### src/rtl/evt_timer_pkg.sv
package evt_timer_pkg;

  localparam int CNT_W  = 16;
  localparam int NFLAG  = 2;
  localparam int ADDR_W = 3;

  localparam logic [ADDR_W-1:0] A_MODE = 3'd0;
  localparam logic [ADDR_W-1:0] A_CMP  = 3'd1;
  localparam logic [ADDR_W-1:0] A_CMD  = 3'd2;
  localparam logic [ADDR_W-1:0] A_MSET = 3'd3;
  localparam logic [ADDR_W-1:0] A_MCLR = 3'd4;

  localparam int F_CMP = 0;
  localparam int F_OVF = 1;

  // Next count value, wrapping at the top of the range.
  function automatic logic [CNT_W-1:0] cnt_next(input logic [CNT_W-1:0] c);
    return c + CNT_W'(1);
  endfunction

  // The step lands on the compare value (0 stands for a full range).
  function automatic logic lands_on(input logic [CNT_W-1:0] nxt,
                                    input logic [CNT_W-1:0] cmpv);
    return nxt == cmpv;
  endfunction

  // Interrupt request from pending flags and enable mask.
  function automatic logic fold_irq(input logic [NFLAG-1:0] f,
                                    input logic [NFLAG-1:0] m);
    return |(f & m);
  endfunction

endpackage

### src/rtl/evt_timer_regs.sv
module evt_timer_regs
  import evt_timer_pkg::*;
#(
  parameter int W  = CNT_W,
  parameter int NF = NFLAG,
  parameter int AW = ADDR_W
) (
  input  logic          clk,
  input  logic          rst_n,
  input  logic          wr_en_i,
  input  logic [AW-1:0] wr_addr_i,
  input  logic [W-1:0]  wr_data_i,
  output logic          mode_auto_o,
  output logic          mode_stop_o,
  output logic [W-1:0]  cmp_o,
  output logic [NF-1:0] mask_o,
  output logic          cmd_en_o,
  output logic          cmd_dis_o,
  output logic          cmd_trig_o
);

  logic          sel_mode, sel_cmp, sel_cmd, sel_mset, sel_mclr;
  logic [1:0]    mode_q;
  logic [W-1:0]  cmp_q;
  logic [NF-1:0] mask_q;
  logic          unused_hi;

  assign sel_mode = wr_en_i && (wr_addr_i == A_MODE);
  assign sel_cmp  = wr_en_i && (wr_addr_i == A_CMP);
  assign sel_cmd  = wr_en_i && (wr_addr_i == A_CMD);
  assign sel_mset = wr_en_i && (wr_addr_i == A_MSET);
  assign sel_mclr = wr_en_i && (wr_addr_i == A_MCLR);

  assign cmd_en_o   = sel_cmd && wr_data_i[0];
  assign cmd_dis_o  = sel_cmd && wr_data_i[1];
  assign cmd_trig_o = sel_cmd && wr_data_i[2];

  assign unused_hi = ^wr_data_i[W-1:3];

  always_ff @(posedge clk) begin
    if (!rst_n) begin
      mode_q <= '0;
      cmp_q  <= '0;
      mask_q <= '0;
    end else begin
      if (sel_mode) mode_q <= wr_data_i[1:0];
      if (sel_cmp)  cmp_q  <= wr_data_i;
      if (sel_mset) mask_q <= mask_q | wr_data_i[NF-1:0];
      else if (sel_mclr) mask_q <= mask_q & ~wr_data_i[NF-1:0];
    end
  end

  assign mode_stop_o = mode_q[0];
  assign mode_auto_o = mode_q[1];
  assign cmp_o       = cmp_q;
  assign mask_o      = mask_q;

  // an all-ones clear write masks every source
  assert_mask_off_R7: assert property (@(posedge clk) disable iff (!rst_n)
    (sel_mclr && (&wr_data_i[NF-1:0])) |=> (mask_o == '0));

  // compare write is visible the next cycle
  assert_cmp_load_R11: assert property (@(posedge clk) disable iff (!rst_n)
    sel_cmp |=> (cmp_o == $past(wr_data_i)));

endmodule

### src/rtl/evt_timer_core.sv
module evt_timer_core
  import evt_timer_pkg::*;
#(
  parameter int W = CNT_W
) (
  input  logic         clk,
  input  logic         rst_n,
  input  logic         tick_i,
  input  logic         mode_auto_i,
  input  logic         mode_stop_i,
  input  logic [W-1:0] cmp_i,
  input  logic         cmd_en_i,
  input  logic         cmd_dis_i,
  input  logic         cmd_trig_i,
  output logic [W-1:0] cnt_o,
  output logic         cmp_evt_o,
  output logic         ovf_evt_o,
  output logic         run_o
);

  localparam logic [W-1:0] TOP = {W{1'b1}};

  logic [W-1:0] cnt_q;
  logic [W-1:0] nxt;
  logic         en_q, halt_q;
  logic         step, hit, restart;

  assign nxt     = cnt_next(cnt_q);
  assign hit     = lands_on(nxt, cmp_i);
  assign step    = tick_i && en_q && !halt_q && !cmd_trig_i;
  assign restart = step && hit && mode_auto_i;

  assign cmp_evt_o = step && hit;
  assign ovf_evt_o = step && !mode_auto_i && (cnt_q == TOP);

  always_ff @(posedge clk) begin
    if (!rst_n) begin
      cnt_q  <= '0;
      halt_q <= 1'b0;
    end else if (cmd_trig_i) begin
      cnt_q  <= '0;
      halt_q <= 1'b0;
    end else if (step) begin
      cnt_q <= restart ? '0 : nxt;
      if (hit && mode_stop_i) halt_q <= 1'b1;
    end
  end

  always_ff @(posedge clk) begin
    if (!rst_n)         en_q <= 1'b0;
    else if (cmd_dis_i) en_q <= 1'b0;
    else if (cmd_en_i)  en_q <= 1'b1;
  end

  assign cnt_o = cnt_q;
  assign run_o = en_q && !halt_q;

  // a plain step advances by one
  assert_step_one_R1: assert property (@(posedge clk) disable iff (!rst_n)
    (step && !restart) |=> (cnt_q == W'($past(cnt_q) + W'(1))));

  // no tick, no command -> count holds
  assert_hold_R1: assert property (@(posedge clk) disable iff (!rst_n)
    (!tick_i && !cmd_trig_i) |=> $stable(cnt_q));

  // auto-restart match returns to zero
  assert_auto_zero_R2: assert property (@(posedge clk) disable iff (!rst_n)
    (cmp_evt_o && mode_auto_i) |=> (cnt_q == '0));

  // stop-on-compare halts the channel
  assert_halt_R4: assert property (@(posedge clk) disable iff (!rst_n)
    (cmp_evt_o && mode_stop_i) |=> !run_o);

  // trigger zeroes the count
  assert_trig_zero_R5: assert property (@(posedge clk) disable iff (!rst_n)
    cmd_trig_i |=> (cnt_q == '0));

  // disable wins over enable
  assert_dis_wins_R6: assert property (@(posedge clk) disable iff (!rst_n)
    cmd_dis_i |=> !run_o);

endmodule

### src/rtl/evt_timer_irq.sv
module evt_timer_irq
  import evt_timer_pkg::*;
#(
  parameter int NF = NFLAG
) (
  input  logic          clk,
  input  logic          rst_n,
  input  logic          cmp_evt_i,
  input  logic          ovf_evt_i,
  input  logic          rd_stat_i,
  input  logic [NF-1:0] mask_i,
  output logic [NF-1:0] stat_o,
  output logic          irq_o
);

  logic [NF-1:0] flag_q;
  logic [NF-1:0] raise;

  always_comb begin
    raise        = '0;
    raise[F_CMP] = cmp_evt_i;
    raise[F_OVF] = ovf_evt_i;
  end

  always_ff @(posedge clk) begin
    if (!rst_n) flag_q <= '0;
    else        flag_q <= (rd_stat_i ? '0 : flag_q) | raise;
  end

  assign stat_o = flag_q;
  assign irq_o  = fold_irq(flag_q, mask_i);

  // fully masked -> no request
  assert_irq_masked_R8: assert property (@(posedge clk) disable iff (!rst_n)
    (mask_i == '0) |-> !irq_o);

  // read with no new event empties the flags
  assert_rd_clear_R9: assert property (@(posedge clk) disable iff (!rst_n)
    (rd_stat_i && (raise == '0)) |=> (stat_o == '0));

  // an event on the read cycle survives
  assert_evt_kept_R9: assert property (@(posedge clk) disable iff (!rst_n)
    cmp_evt_i |=> stat_o[F_CMP]);

endmodule

### src/rtl/evt_timer_chan.sv
module evt_timer_chan
  import evt_timer_pkg::*;
#(
  parameter int W  = CNT_W,
  parameter int NF = NFLAG,
  parameter int AW = ADDR_W
) (
  input  logic          clk,
  input  logic          rst_n,
  input  logic          tick_i,
  input  logic          wr_en_i,
  input  logic [AW-1:0] wr_addr_i,
  input  logic [W-1:0]  wr_data_i,
  input  logic          rd_stat_i,
  output logic [NF-1:0] stat_o,
  output logic [W-1:0]  cnt_o,
  output logic          irq_o
);

  logic          mode_auto, mode_stop;
  logic [W-1:0]  cmp_val;
  logic [NF-1:0] mask;
  logic          cmd_en, cmd_dis, cmd_trig;
  logic          cmp_evt, ovf_evt, run;

  evt_timer_regs #(.W(W), .NF(NF), .AW(AW)) u_regs (
    .clk(clk), .rst_n(rst_n),
    .wr_en_i(wr_en_i), .wr_addr_i(wr_addr_i), .wr_data_i(wr_data_i),
    .mode_auto_o(mode_auto), .mode_stop_o(mode_stop),
    .cmp_o(cmp_val), .mask_o(mask),
    .cmd_en_o(cmd_en), .cmd_dis_o(cmd_dis), .cmd_trig_o(cmd_trig)
  );

  evt_timer_core #(.W(W)) u_core (
    .clk(clk), .rst_n(rst_n), .tick_i(tick_i),
    .mode_auto_i(mode_auto), .mode_stop_i(mode_stop), .cmp_i(cmp_val),
    .cmd_en_i(cmd_en), .cmd_dis_i(cmd_dis), .cmd_trig_i(cmd_trig),
    .cnt_o(cnt_o), .cmp_evt_o(cmp_evt), .ovf_evt_o(ovf_evt), .run_o(run)
  );

  evt_timer_irq #(.NF(NF)) u_irq (
    .clk(clk), .rst_n(rst_n),
    .cmp_evt_i(cmp_evt), .ovf_evt_i(ovf_evt), .rd_stat_i(rd_stat_i),
    .mask_i(mask), .stat_o(stat_o), .irq_o(irq_o)
  );

  // quiet right after reset
  assert_reset_quiet_R10: assert property (@(posedge clk)
    $rose(rst_n) |-> (cnt_o == '0 && stat_o == '0 && !irq_o && !run));

  // overflow only in free-run mode
  assert_ovf_freerun_R3: assert property (@(posedge clk) disable iff (!rst_n)
    ovf_evt |-> !mode_auto);

endmodule

### config.mk
export PLATFORM = sky130hd
export DESIGN_NAME = evt_timer_chan
export DESIGN_NICKNAME = d
export VERILOG_FILES = /design/src/rtl/evt_timer_pkg.sv /design/src/rtl/evt_timer_regs.sv /design/src/rtl/evt_timer_core.sv /design/src/rtl/evt_timer_irq.sv /design/src/rtl/evt_timer_chan.sv
export SDC_FILE = /design/constraint.sdc
export NUM_CORES = 1
export LEC_CHECK = 0
export ABC_CLOCK_PERIOD_IN_PS = 2900
export BUFFER_PORTS_ARGS = -buffer_cell sky130_fd_sc_hd__buf_2
export CORE_ASPECT_RATIO = 0.5
export CORE_MARGIN = 10
export CORE_UTILIZATION = 51
export DETAILED_ROUTE_END_ITERATION = 8
export PLACE_DENSITY = 0.8
export RECOVER_POWER = 100
export SYNTH_ARGS = -nofsm -noshare
export SYNTH_HDL_FRONTEND = slang
export SYNTH_HIERARCHICAL = 1
export SYNTH_SLANG_ARGS = --single-unit
### constraint.sdc
create_clock -name clk -period 2.9 [get_ports clk]
set_clock_uncertainty 0.2 [all_clocks]
set_input_delay 0.29 -clock clk [delete_from_list [all_inputs] [get_ports clk]]
set_output_delay 0.29 -clock clk [all_outputs]
set_load 0.005 [all_outputs]
==> results of run 1 <==
[kinds of logic after synthesis]
kind of cell,share of synthesized area
AO/OA/AOI/OAI,0.171
XOR/XNOR,0.0916
adder cells (fa/ha/maj),0.00503
buffers and inverters,0.0609
flip-flops,0.322
multiplexers,0.00806
AND/OR/NAND/NOR,0.341
[Yosys cell counts (5+ instances only)]
cell type  count
or4_1          5
buf_2          6
nor2b_1        6
dfxtp_1       40
nor2_1        21
nand2_2       10
xnor2_1       15
a21oi_2       10
xor2_1        11
nor3_1         5
nand3_1        8
buf_4          7
nand2b_1       8
clkbuf_1       5
a41oi_1        5
nand2_1       43
a21oi_1       12
nand3b_1       6
a31oi_1        5
[final cells by class]
cell class              instances  share of cell area
clock buffers                   6              0.0285
clock inverters                 2              0.0134
inverters                       3             0.00389
multi-input cells             231               0.537
flip-flops and latches         40               0.277
well taps                      66              0.0285
repair buffers                 61               0.111
[final timing paths]
path,to,cells past startpoint
worst min register to register,u_regs/cmp_o[0],2
worst max-delay path,u_core/cnt_o[2],8
worst max register to register,u_core/cnt_o[2],8
worst min-delay path,u_regs/cmp_o[10],3
[worst register-to-register path, cell delays in order, from the launching register on]
cell and delay, ns:
dfxtp_1 0.45, buf_4 0.19, nand4_2 0.20, o21ai_0 0.26
o2111ai_1 0.20, nor4b_1 0.50, and4bb_4 0.35, or2_2 0.28
nor2_1 0.08
[stage by stage]
stage                     setup slack, ns  power [mW]   util
after floorplan                    0.0282       0.620      -
after global routing               0.0270        1.17  0.636
after detailed placement           0.0710       0.654  0.614
after CTS                          0.0409        1.13  0.641
final                              0.0824        1.13  0.636
after global placement              0.114       0.651  0.614
[power groups by stage]
stage,clock network [mW],logic [mW],registers (mW)
after floorplan,0,0.0482,0.572
after global placement,0,0.0782,0.573
after detailed placement,0,0.0804,0.574
after CTS,0.490,0.0805,0.561
after global routing,0.520,0.0900,0.562
final,0.487,0.0822,0.561
[flip-flops by register name, summed over array words and instances, names as in the netlist, named ones only]
register       cells
u_core/cnt_o      16
u_irq/stat_o       2
u_core/halt_q      1
u_regs/mode_q      2
u_regs/cmp_o      16
u_core/en_q        1
[what timing repair did]
action	4_1_cts	5_1_grt
endpoints found under the setup margin	0	16
hold buffers	0	0
gates resized for setup	0	7
hold endpoints to repair	0	0
[per-layer routing]
metal | routed length (um) | part of all wire | up-vias
met3 | 627 | 0.095 | 7
li1 | - | - | 1134
met2 | 2840 | 0.43 | 122
met5 | 0 | 0 | -
met4 | 55 | 0.0083 | 0
met1 | 3110 | 0.47 | 1107
==> qor.yml, run 1 <==
period_share: 0.972
postCtsSetupRepairBufs: 0
rsz0062_at_grt: "false"
yosysWarnings: 6
critPathRequiredTime_ns: 2.88
area_delta_synth_final_pct: 16.6
placed_area_mm2: 0.00280
power_frac_seq: 0.496
grt_use_total: 0.152
use_met2: 0.227
nFillCells: 417
cpLargestDelayFamily: "simple AND/OR/NAND/NOR gates"
antenna_found_initial: 0
ys_types: 62
tightestPinTransition_ns: 0.731
first_pass_iters: 5
grt_max_degree: 21
syn_nets: 320
layout_common_cells: "43 x nand2_1, 38 x dfxtp_1, 32 x buf_2, 21 x nor2_1"
grt_pass1_vias: 2135
r2r-start: "u_core/cnt_o[2]"
via_count: 2370
cts_tree: "done"
start_kind: "register"
cp.buffers_inverters: 1
clk_pin_slew_ns: 0.08
post_route_cells_drive_above_1_share: 0.262
hold_violations: 0
synthFlopType: "dfxtp_1"
worstHoldStart: "wr_data_i[10]"
cts_buffer_depth: 2
dp_cells: 401
seqCellArea_um2: 803
ys_ff_latch: 40
hpwl_um: 5180
rows: 17
synth-edff-count: 0
swShare: 0.228
hold_ws_ns: 0.0180
drt_iter0_drc: 193
grt_overflow_total: 0
clock_latency_ns: 0.30
fmax_ghz: 0.355
p_sw_uw: 258
maxSlewHeadroom: 0.512
fp.dieH_um: 69.4
layoutNonFillerInstCount: 409
yosysTopAreaCellShare: 0.322
die-area_mm2: 0.00823
tns_ns: 0
io_buffer_count: 42
htree_levels: 2
viasPerCell: 5.79
status: "finished clean"
final_nets: 367
layout_commonest_cell: "nand2_1"
grt.busiest_layer: "met2"
root_buffer: "clkbuf_8"
cp_slowest_cell: "nor4b_1"
ys_seq_area_frac: 0.322
met3_usage: 0.0478
worstPathArrival_ns: 2.80
io_pins: 43
fin_area_mm2: 0.00290
slowest_delay_ns: 0.49
worstSetupPathType: "reg -> reg"
gp_congestion: 0.955
startpoint: "u_core/cnt_o[2]"
grt_use_met1: 0.207
fp.dieW_um: 119
cap_violations: 0
yosys-top-cells-area: "dfxtp_1 32%, nand2_1 6.5%, xnor2_1 5.3%, xor2_1 3.9%, a21oi_2 3.5%"
reg2reg_setup_slack_ns: 0.08
antenna_cells: 0
clock-sinks: 40
core_area_mm2: 0.00455
route.detailed.drc: 0
power.leakage_nw: 1.07
slew_violations: 0
multi_input_area_mm2: 0.00156
wl_per_cell_um: 16.2
period_needed_ns: 2.82
synthArstFlopShare: 0
final_antenna_net_count: 0
critPathCaptureType: "register"
avgSynthCellArea_um2: 8.42
cts_buffers: 5
start_util: 0.546
synth_cells: 295
ir_drop_uv: 280
grt_first_pass_wirelength_um: 10600
path_cells: "buf_4 -> nand4_2 -> o21ai_0 -> o2111ai_1 -> nor4b_1 -> and4bb_4 -> or2_2 -> nor2_1"
drt-total-wl_um: 6630
hold_path_class: "in -> reg"
setup_viol: 0
syn_area_mm2: 0.00248
synth_top_area_cell: "dfxtp_1"
p_int_uw: 872
p_clk_frac: 0.431
path_max_fanout: 11
p_per_area_mw_per_mm2: 390
comb_power_share: 0.073
Power figures use the tool's default switching activity.
==> run 2: changes to the inputs <==
--- a/config.mk
+++ b/config.mk
@@ -5,13 +5,14 @@
 export SDC_FILE = /design/constraint.sdc
 export NUM_CORES = 1
 export LEC_CHECK = 0
+export ABC_AREA = 1
 export ABC_CLOCK_PERIOD_IN_PS = 2900
 export BUFFER_PORTS_ARGS = -buffer_cell sky130_fd_sc_hd__buf_2
 export CORE_ASPECT_RATIO = 0.5
 export CORE_MARGIN = 10
 export CORE_UTILIZATION = 51
 export DETAILED_ROUTE_END_ITERATION = 8
-export PLACE_DENSITY = 0.8
+export PLACE_DENSITY = 0.79
 export RECOVER_POWER = 100
 export SYNTH_ARGS = -nofsm -noshare
 export SYNTH_HDL_FRONTEND = slang
==> run 2 against run 1 <==
Against the previous run: maximum frequency grew 14%; routed wire length is 3.5% higher; critical path type unchanged; largest cell class unchanged; sequential cell count unchanged; non-clock buffer count is 17 lower; utilization fell by 4.3 points; critical path depth up 6; power up 1.7%; count of clock-buffer cells in the layout increased by 1; global-route usage increased by 1.0 points; combinational power rose by 2%; cell area increased by 1.5%; die area rose by 4.7%.
==> qor.yml, run 2 <==
status: "finished clean"
seqCellArea_um2: 801  # -0.31%
syn_area_mm2: 0.00264  # +6.1%
via_count: 2731  # +15%
fp.dieW_um: 122  # +2.5%
period_needed_ns: 2.46  # -0.354 ns
die-area_mm2: 0.00862  # +4.7%
clk_pin_slew_ns: 0.08  # about the same
start_kind: "register"
viasPerCell: 5.21  # -10%
yosysWarnings: 6  # unchanged
cap_violations: 0  # unchanged
synthArstFlopShare: 0  # unchanged
hpwl_um: 5100  # -1.6%
yosysTopAreaCellShare: 0.304  # -0.0185
gp_congestion: 0.953  # -0.22%
synthFlopType: "dfxtp_1"
synth-edff-count: 0  # unchanged
fp.dieH_um: 70.8  # +2.1%
path_max_fanout: 16  # +5
total_power_mw: 1.15  # +1.7%
fmax_ghz: 0.406  # +14%
hold_path_class: "in -> reg"
period_share: 0.849  # -0.122
grt_max_degree: 34  # +62%
io_buffer_count: 42  # unchanged
cts_tree: "done"
rsz0062_at_grt: "false"
core_area_mm2: 0.00495  # +8.9%
synth_cells: 412  # +40%
yosysMostFrequentCell: "nand2_1"
grt_pass1_vias: 2571  # +20%
grt.busiest_layer: "met2"
grt_overflow_total: 0  # unchanged
grt_use_met1: 0.205  # -0.00152
drt-total-wl_um: 6860  # +3.5%
clock_latency_ns: 0.29  # about the same
clock-sinks: 40  # unchanged
route.detailed.drc: 0  # unchanged
p_per_area_mw_per_mm2: 391  # +0.26%
drt_iter0_drc: 195  # +1.0%
post_route_cells_drive_above_1_share: 0.156  # -0.106
cts_hold_buf: 0  # unchanged
antenna_found_initial: 0  # unchanged
ys_ff_latch: 40  # unchanged
tightestPinTransition_ns: 0.573  # -0.157 ns
use_met2: 0.257  # +0.0301
area_delta_synth_final_pct: 11.5
final_nets: 478  # +30%
ys_types: 31  # -50%
power.leakage_nw: 1.19  # +12%
io_pins: 43  # unchanged
fin_util: 0.593  # -0.0432
met3_usage: 0.0435  # -0.00423
layout_common_cells: "109 x nand2_1, 66 x nor2_1, 45 x inv_1, 40 x nand3_1, 40 x dfxtp_1"
critPathCaptureType: "register"
slew_violations: 0  # unchanged
maxSlewHeadroom: 0.617  # +0.104
worstPathArrival_ns: 2.44  # -0.36 ns
multi_input_area_mm2: 0.00153  # -1.7%
layout_commonest_cell: "nand2_1"
rows: 18  # +1
grt_first_pass_wirelength_um: 11800  # +12%
hold_ws_ns: 0.0313  # +0.0134 ns
synth_top_area_cell: "dfxtp_1"
root_buffer: "clkbuf_8"
antenna_cells: 0  # unchanged
cts_buffer_depth: 2  # unchanged
tns_ns: 0  # unchanged
cts_resized: 0  # unchanged
first_pass_iters: 5  # unchanged
critPathRequiredTime_ns: 2.88  # about the same
ys_seq_area_frac: 0.304  # -0.0185
cts_buffers: 5  # unchanged
setup_viol: 0  # unchanged
htree_levels: 2  # unchanged
layoutNonFillerInstCount: 524  # +28%
avgSynthCellArea_um2: 6.40  # -24%
wl_per_cell_um: 13.1  # -19%
nFillCells: 513  # +23%
grt_use_total: 0.162  # +0.0103
ir_drop_uv: 179  # -36%
hold_violations: 0  # unchanged
syn_nets: 437  # +37%
final_antenna_net_count: 0  # unchanged
synth_common_cells: "100 x nand2_1, 65 x nor2_1, 45 x inv_1"
postCtsSetupRepairBufs: 0  # unchanged
worstSetupPathType: "reg -> reg"
dp_cells: 516  # +29%
yosys-top-cells-area: "dfxtp_1 30%, nand2_1 14%, nor2_1 9.3%, nand3_1 7.6%, inv_1 6.4%"
start_util: 0.532  # -0.0138
## run 2: cell count changes after synthesis, sizes merged, moves of 8 or more
cell	change
nand2	+66
nor2	+52
inv	+47
nand3	+32
o21ai	+16
xnor2	-14
buf	-11
nand4	+10
xor2	-10
a21oi	+9
nand2b	-8
## run 2: worst paths after layout
kind	from	to	slack, ns	cells after the start
max reg2reg	u_core/cnt_o[0]	u_core/cnt_o[8]	0.44	14
min reg2reg	register	register	0.26	2
min	wr_data_i[7]	u_regs/cmp_o[7]	0.03	3
max	u_core/cnt_o[0]	u_core/cnt_o[8]	0.44	14
## run 2: kinds of logic (layout without fill, tap and decap cells)
family                     count (synthesis)  count (layout)  synth area share
buffers and inverters                     60             102             0.103
DFF                                       40              40             0.304
AOI/OAI and AO/OA                         51              51             0.112
adders and majority gates                  1               1           0.00475
and+or+nand+nor                          258             258             0.470
xor gates and xnor gates                   2               2           0.00665
## run 2: metal layers
layer | wire, um | part of all wire | vias up
li1 | - | - | 1404
met1 | 3210 | 0.47 | 1210
met2 | 3050 | 0.44 | 106
met3 | 487 | 0.071 | 11
met4 | 117 | 0.017 | 0
met5 | 0 | 0 | -
## run 2: cell type report
| cell class | instances | area share |
|---|---|---|
| clock buffer | 7 | 0.0328 |
| clock inverter | 1 | 0.0102 |
| inverter | 50 | 0.0643 |
| multi-input combinational | 312 | 0.521 |
| sequential | 40 | 0.272 |
| tap | 70 | 0.0298 |
| timing repair buffer | 44 | 0.0698 |
## run 2: worst max-delay path: stages (launching register included)
cell	delay, ns
dfxtp_1	0.46
ha_1	0.25
nand2_2	0.12
nor2_8	0.19
nand3_4	0.10
nand2_2	0.07
nand2_1	0.08
nand2_1	0.07
nand2_1	0.07
nor2_1	0.13
nand3_2	0.10
nor2_4	0.15
nand2_4	0.16
nand2_1	0.12
a21oi_1	0.06
## run 2: metrics by stage
| step | setup WS [ns] | cell area, um2 |
|---|---|---|
| 5_1_grt | 0.112 | 2940 |
| 3_5_place_dp | 0.435 | 2870 |
| 4_1_cts | 0.421 | 3000 |
| 3_3_place_gp | 0.524 | 2870 |
| 6_report | 0.437 | 2940 |
| 2_1_floorplan | 0.647 | 2640 |
## run 2: power breakdown
group	internal, mW	switching [mW]
Clock	0.304	0.195
Sequential	0.559	0.00840
Combinational	0.0332	0.0507
==> run 3: changes to the inputs <==
--- a/config.mk
+++ b/config.mk
@@ -6,13 +6,13 @@
 export NUM_CORES = 1
 export LEC_CHECK = 0
 export ABC_AREA = 1
-export ABC_CLOCK_PERIOD_IN_PS = 2900
+export ABC_CLOCK_PERIOD_IN_PS = 2500
 export BUFFER_PORTS_ARGS = -buffer_cell sky130_fd_sc_hd__buf_2
 export CORE_ASPECT_RATIO = 0.5
 export CORE_MARGIN = 10
-export CORE_UTILIZATION = 51
+export CORE_UTILIZATION = 57
 export DETAILED_ROUTE_END_ITERATION = 8
-export PLACE_DENSITY = 0.79
+export PLACE_DENSITY = 0.83
 export RECOVER_POWER = 100
 export SYNTH_ARGS = -nofsm -noshare
 export SYNTH_HDL_FRONTEND = slang
==> constraint.sdc (replaced) <==
create_clock -name clk -period 2.5 [get_ports clk]
set_clock_uncertainty 0.2 [all_clocks]
set_input_delay 0.25 -clock clk [delete_from_list [all_inputs] [get_ports clk]]
set_output_delay 0.25 -clock clk [all_outputs]
set_load 0.005 [all_outputs]
==> run 3 against run 2 <==
Against the previous run: sequential cell count is the same; final cell count shrank 0.19%; global-route usage grew 1.3 points; cell area grew 5.1%; die area shrank 8.2%; register-to-register slack lost 0.32 ns.
==> qor.yml, run 3 (synthesized netlist as in run 2, its figures left out) <==
status: "finished clean"
tns_ns: 0  # unchanged
worstPathArrival_ns: 2.35  # -0.09 ns
rows: 17  # -1
clock-sinks: 40  # unchanged
p_per_area_mw_per_mm2: 382  # -2.5%
die-area_mm2: 0.00791  # -8.2%
fp.dieH_um: 68.1  # -3.9%
power.leakage_nw: 1.30  # +9.4%
io_pins: 43  # unchanged
cap_violations: 0  # unchanged
grt_max_degree: 34  # unchanged
first_pass_iters: 6  # +1
drt_iter0_drc: 270  # +38%
hold_violations: 0  # unchanged
nFillCells: 401  # -22%
layout_common_cells: "100 x nand2_1, 62 x nor2_1, 45 x inv_1, 40 x buf_2, 39 x nand3_1"
cts_tree: "done"
critPathCaptureType: "register"
seqCellArea_um2: 806  # +0.63%
via_count: 2771  # +1.5%
fin_ws_ns: 0.121  # -0.315 ns
worstSetupPathType: "reg -> reg"
grt_use_total: 0.175  # +0.0125
layoutNonFillerInstCount: 523  # -0.19%
setup_viol: 0  # unchanged
htree_levels: 2  # unchanged
rr_worst_depth: 12  # -2
worstHoldStart: "wr_data_i[15]"
start_util: 0.596  # +0.0638
cts_buffer_depth: 2  # unchanged
post_route_cells_drive_above_1_share: 0.230  # +0.0732
viasPerCell: 5.30  # +1.7%
r2r_end: "u_core/cnt_o[1]"
clock_latency_ns: 0.29  # about the same
r2r-start: "u_core/cnt_o[0]"
antenna_found_initial: 0  # unchanged
grt_first_pass_wirelength_um: 11000  # -7.3%
wl_per_cell_um: 13.5  # +3.3%
route.detailed.drc: 0  # unchanged
path_max_fanout: 16  # unchanged
grt_pass1_vias: 2341  # -8.9%
period_share: 0.952  # +0.102
drt-total-wl_um: 7070  # +3.1%
io_buffer_count: 42  # unchanged
whs_endpoint: "u_regs/cmp_o[15]"
reg2reg_setup_slack_ns: 0.12  # -0.32 ns
core_area_mm2: 0.00442  # -11%
start_kind: "register"
ir_drop_uv: 349  # +95%
layout_commonest_cell: "nand2_1"
multi_input_area_mm2: 0.00161  # +4.9%
fp.dieW_um: 116  # -4.5%
gp_congestion: 1.02  # +6.8%
fmax_ghz: 0.420  # +3.6%
hold_path_class: "in -> reg"
final_nets: 491  # +2.7%
clk_pin_slew_ns: 0.07  # about the same
slew_violations: 0  # unchanged
antenna_cells: 0  # unchanged
dp_cells: 505  # -2.1%
hpwl_um: 5040  # -1.1%
root_buffer: "clkbuf_8"
rsz0062_at_grt: "false"
grt_overflow_total: 0  # unchanged
critPathRequiredTime_ns: 2.47  # -0.41 ns
maxSlewHeadroom: 0.449  # -0.168
preCtsSetupSlack_ns: 0.0808  # -0.355 ns
area_delta_synth_final_pct: 17.1
cts_buffers: 5  # unchanged
hold_depth: 3  # unchanged
tightestPinTransition_ns: 0.826  # +0.253 ns
final_antenna_net_count: 0  # unchanged
period_needed_ns: 2.38  # -0.0846 ns
run 3: final cells by class:
type / count / area share
multi-input cells: 313 / 0.520
repair buffers: 56 / 0.109
flip-flops and latches: 40 / 0.261
well taps: 57 / 0.0231
inverters: 50 / 0.0624
clock inverters: 1 / 0.00162
clock buffers: 6 / 0.0235
run 3: how the worst max path moves through the flow:
| stage | startpoint | to | slack, ns | cells past startpoint |
|---|---|---|---|---|
| 6_report | u_core/cnt_o[0] | u_core/cnt_o[1] | 0.12 | 12 |
| 5_1_grt | u_core/cnt_o[0] | u_core/cnt_o[15] | 0.002 | 12 |
| 4_1_cts | u_core/cnt_o[0] | u_core/cnt_o[6] | 0.06 | 12 |
| 3_5_place_dp | u_core/cnt_o[0] | u_core/cnt_o[7] | 0.08 | 12 |
| 3_3_place_gp | u_core/cnt_o[2] | u_core/cnt_o[15] | 0.14 | 11 |
| 2_1_floorplan | u_core/cnt_o[0] | u_core/cnt_o[10] | 0.25 | 13 |
run 3: critical path: stages, from the launching register on:
cell     delay [ns]
dfxtp_2        0.40
ha_2           0.25
nand2_4        0.11
nor2_8         0.17
nand2_1        0.10
nand3_1        0.08
nand3_1        0.11
nor3_1         0.20
nand3_1        0.15
nor2_4         0.19
nand2_8        0.15
nand2_2        0.10
a21oi_2        0.05
run 3: per-stage QoR:
step	util	hold slack (ns)	total power [mW]	area (um2)
2_1_floorplan	-	0.182	0.737	2640
4_1_cts	0.687	0.00117	1.19	3040
5_1_grt	0.698	0.0262	1.23	3090
6_report	0.698	0.00533	1.18	3090
3_3_place_gp	0.649	0.253	0.773	2870
3_5_place_dp	0.649	0.250	0.774	2870
run 3: where the power goes:
group	internal (mW)	switching (mW)
Combinational	0.0490	0.0642
Clock	0.190	0.217
Sequential	0.648	0.0104
run 3: layer usage:
| layer | vias to the layer above | part of all wire | GRT usage |
|---|---|---|---|
| li1 | 1443 | - | - |
| met1 | 1236 | 0.47 | 0.225 |
| met2 | 86 | 0.43 | 0.288 |
| met3 | 6 | 0.088 | 0.0480 |
| met4 | 0 | 0.0074 | 0.0449 |
| met5 | - | 0 | 0 |
run 3: what timing repair did:
action                                 CTS  global route
hold buffers                             9             0
setup endpoints to repair                0            16
buffers inserted                         0             1
gates resized for setup                  0            11
endpoints found under the hold margin    9             0
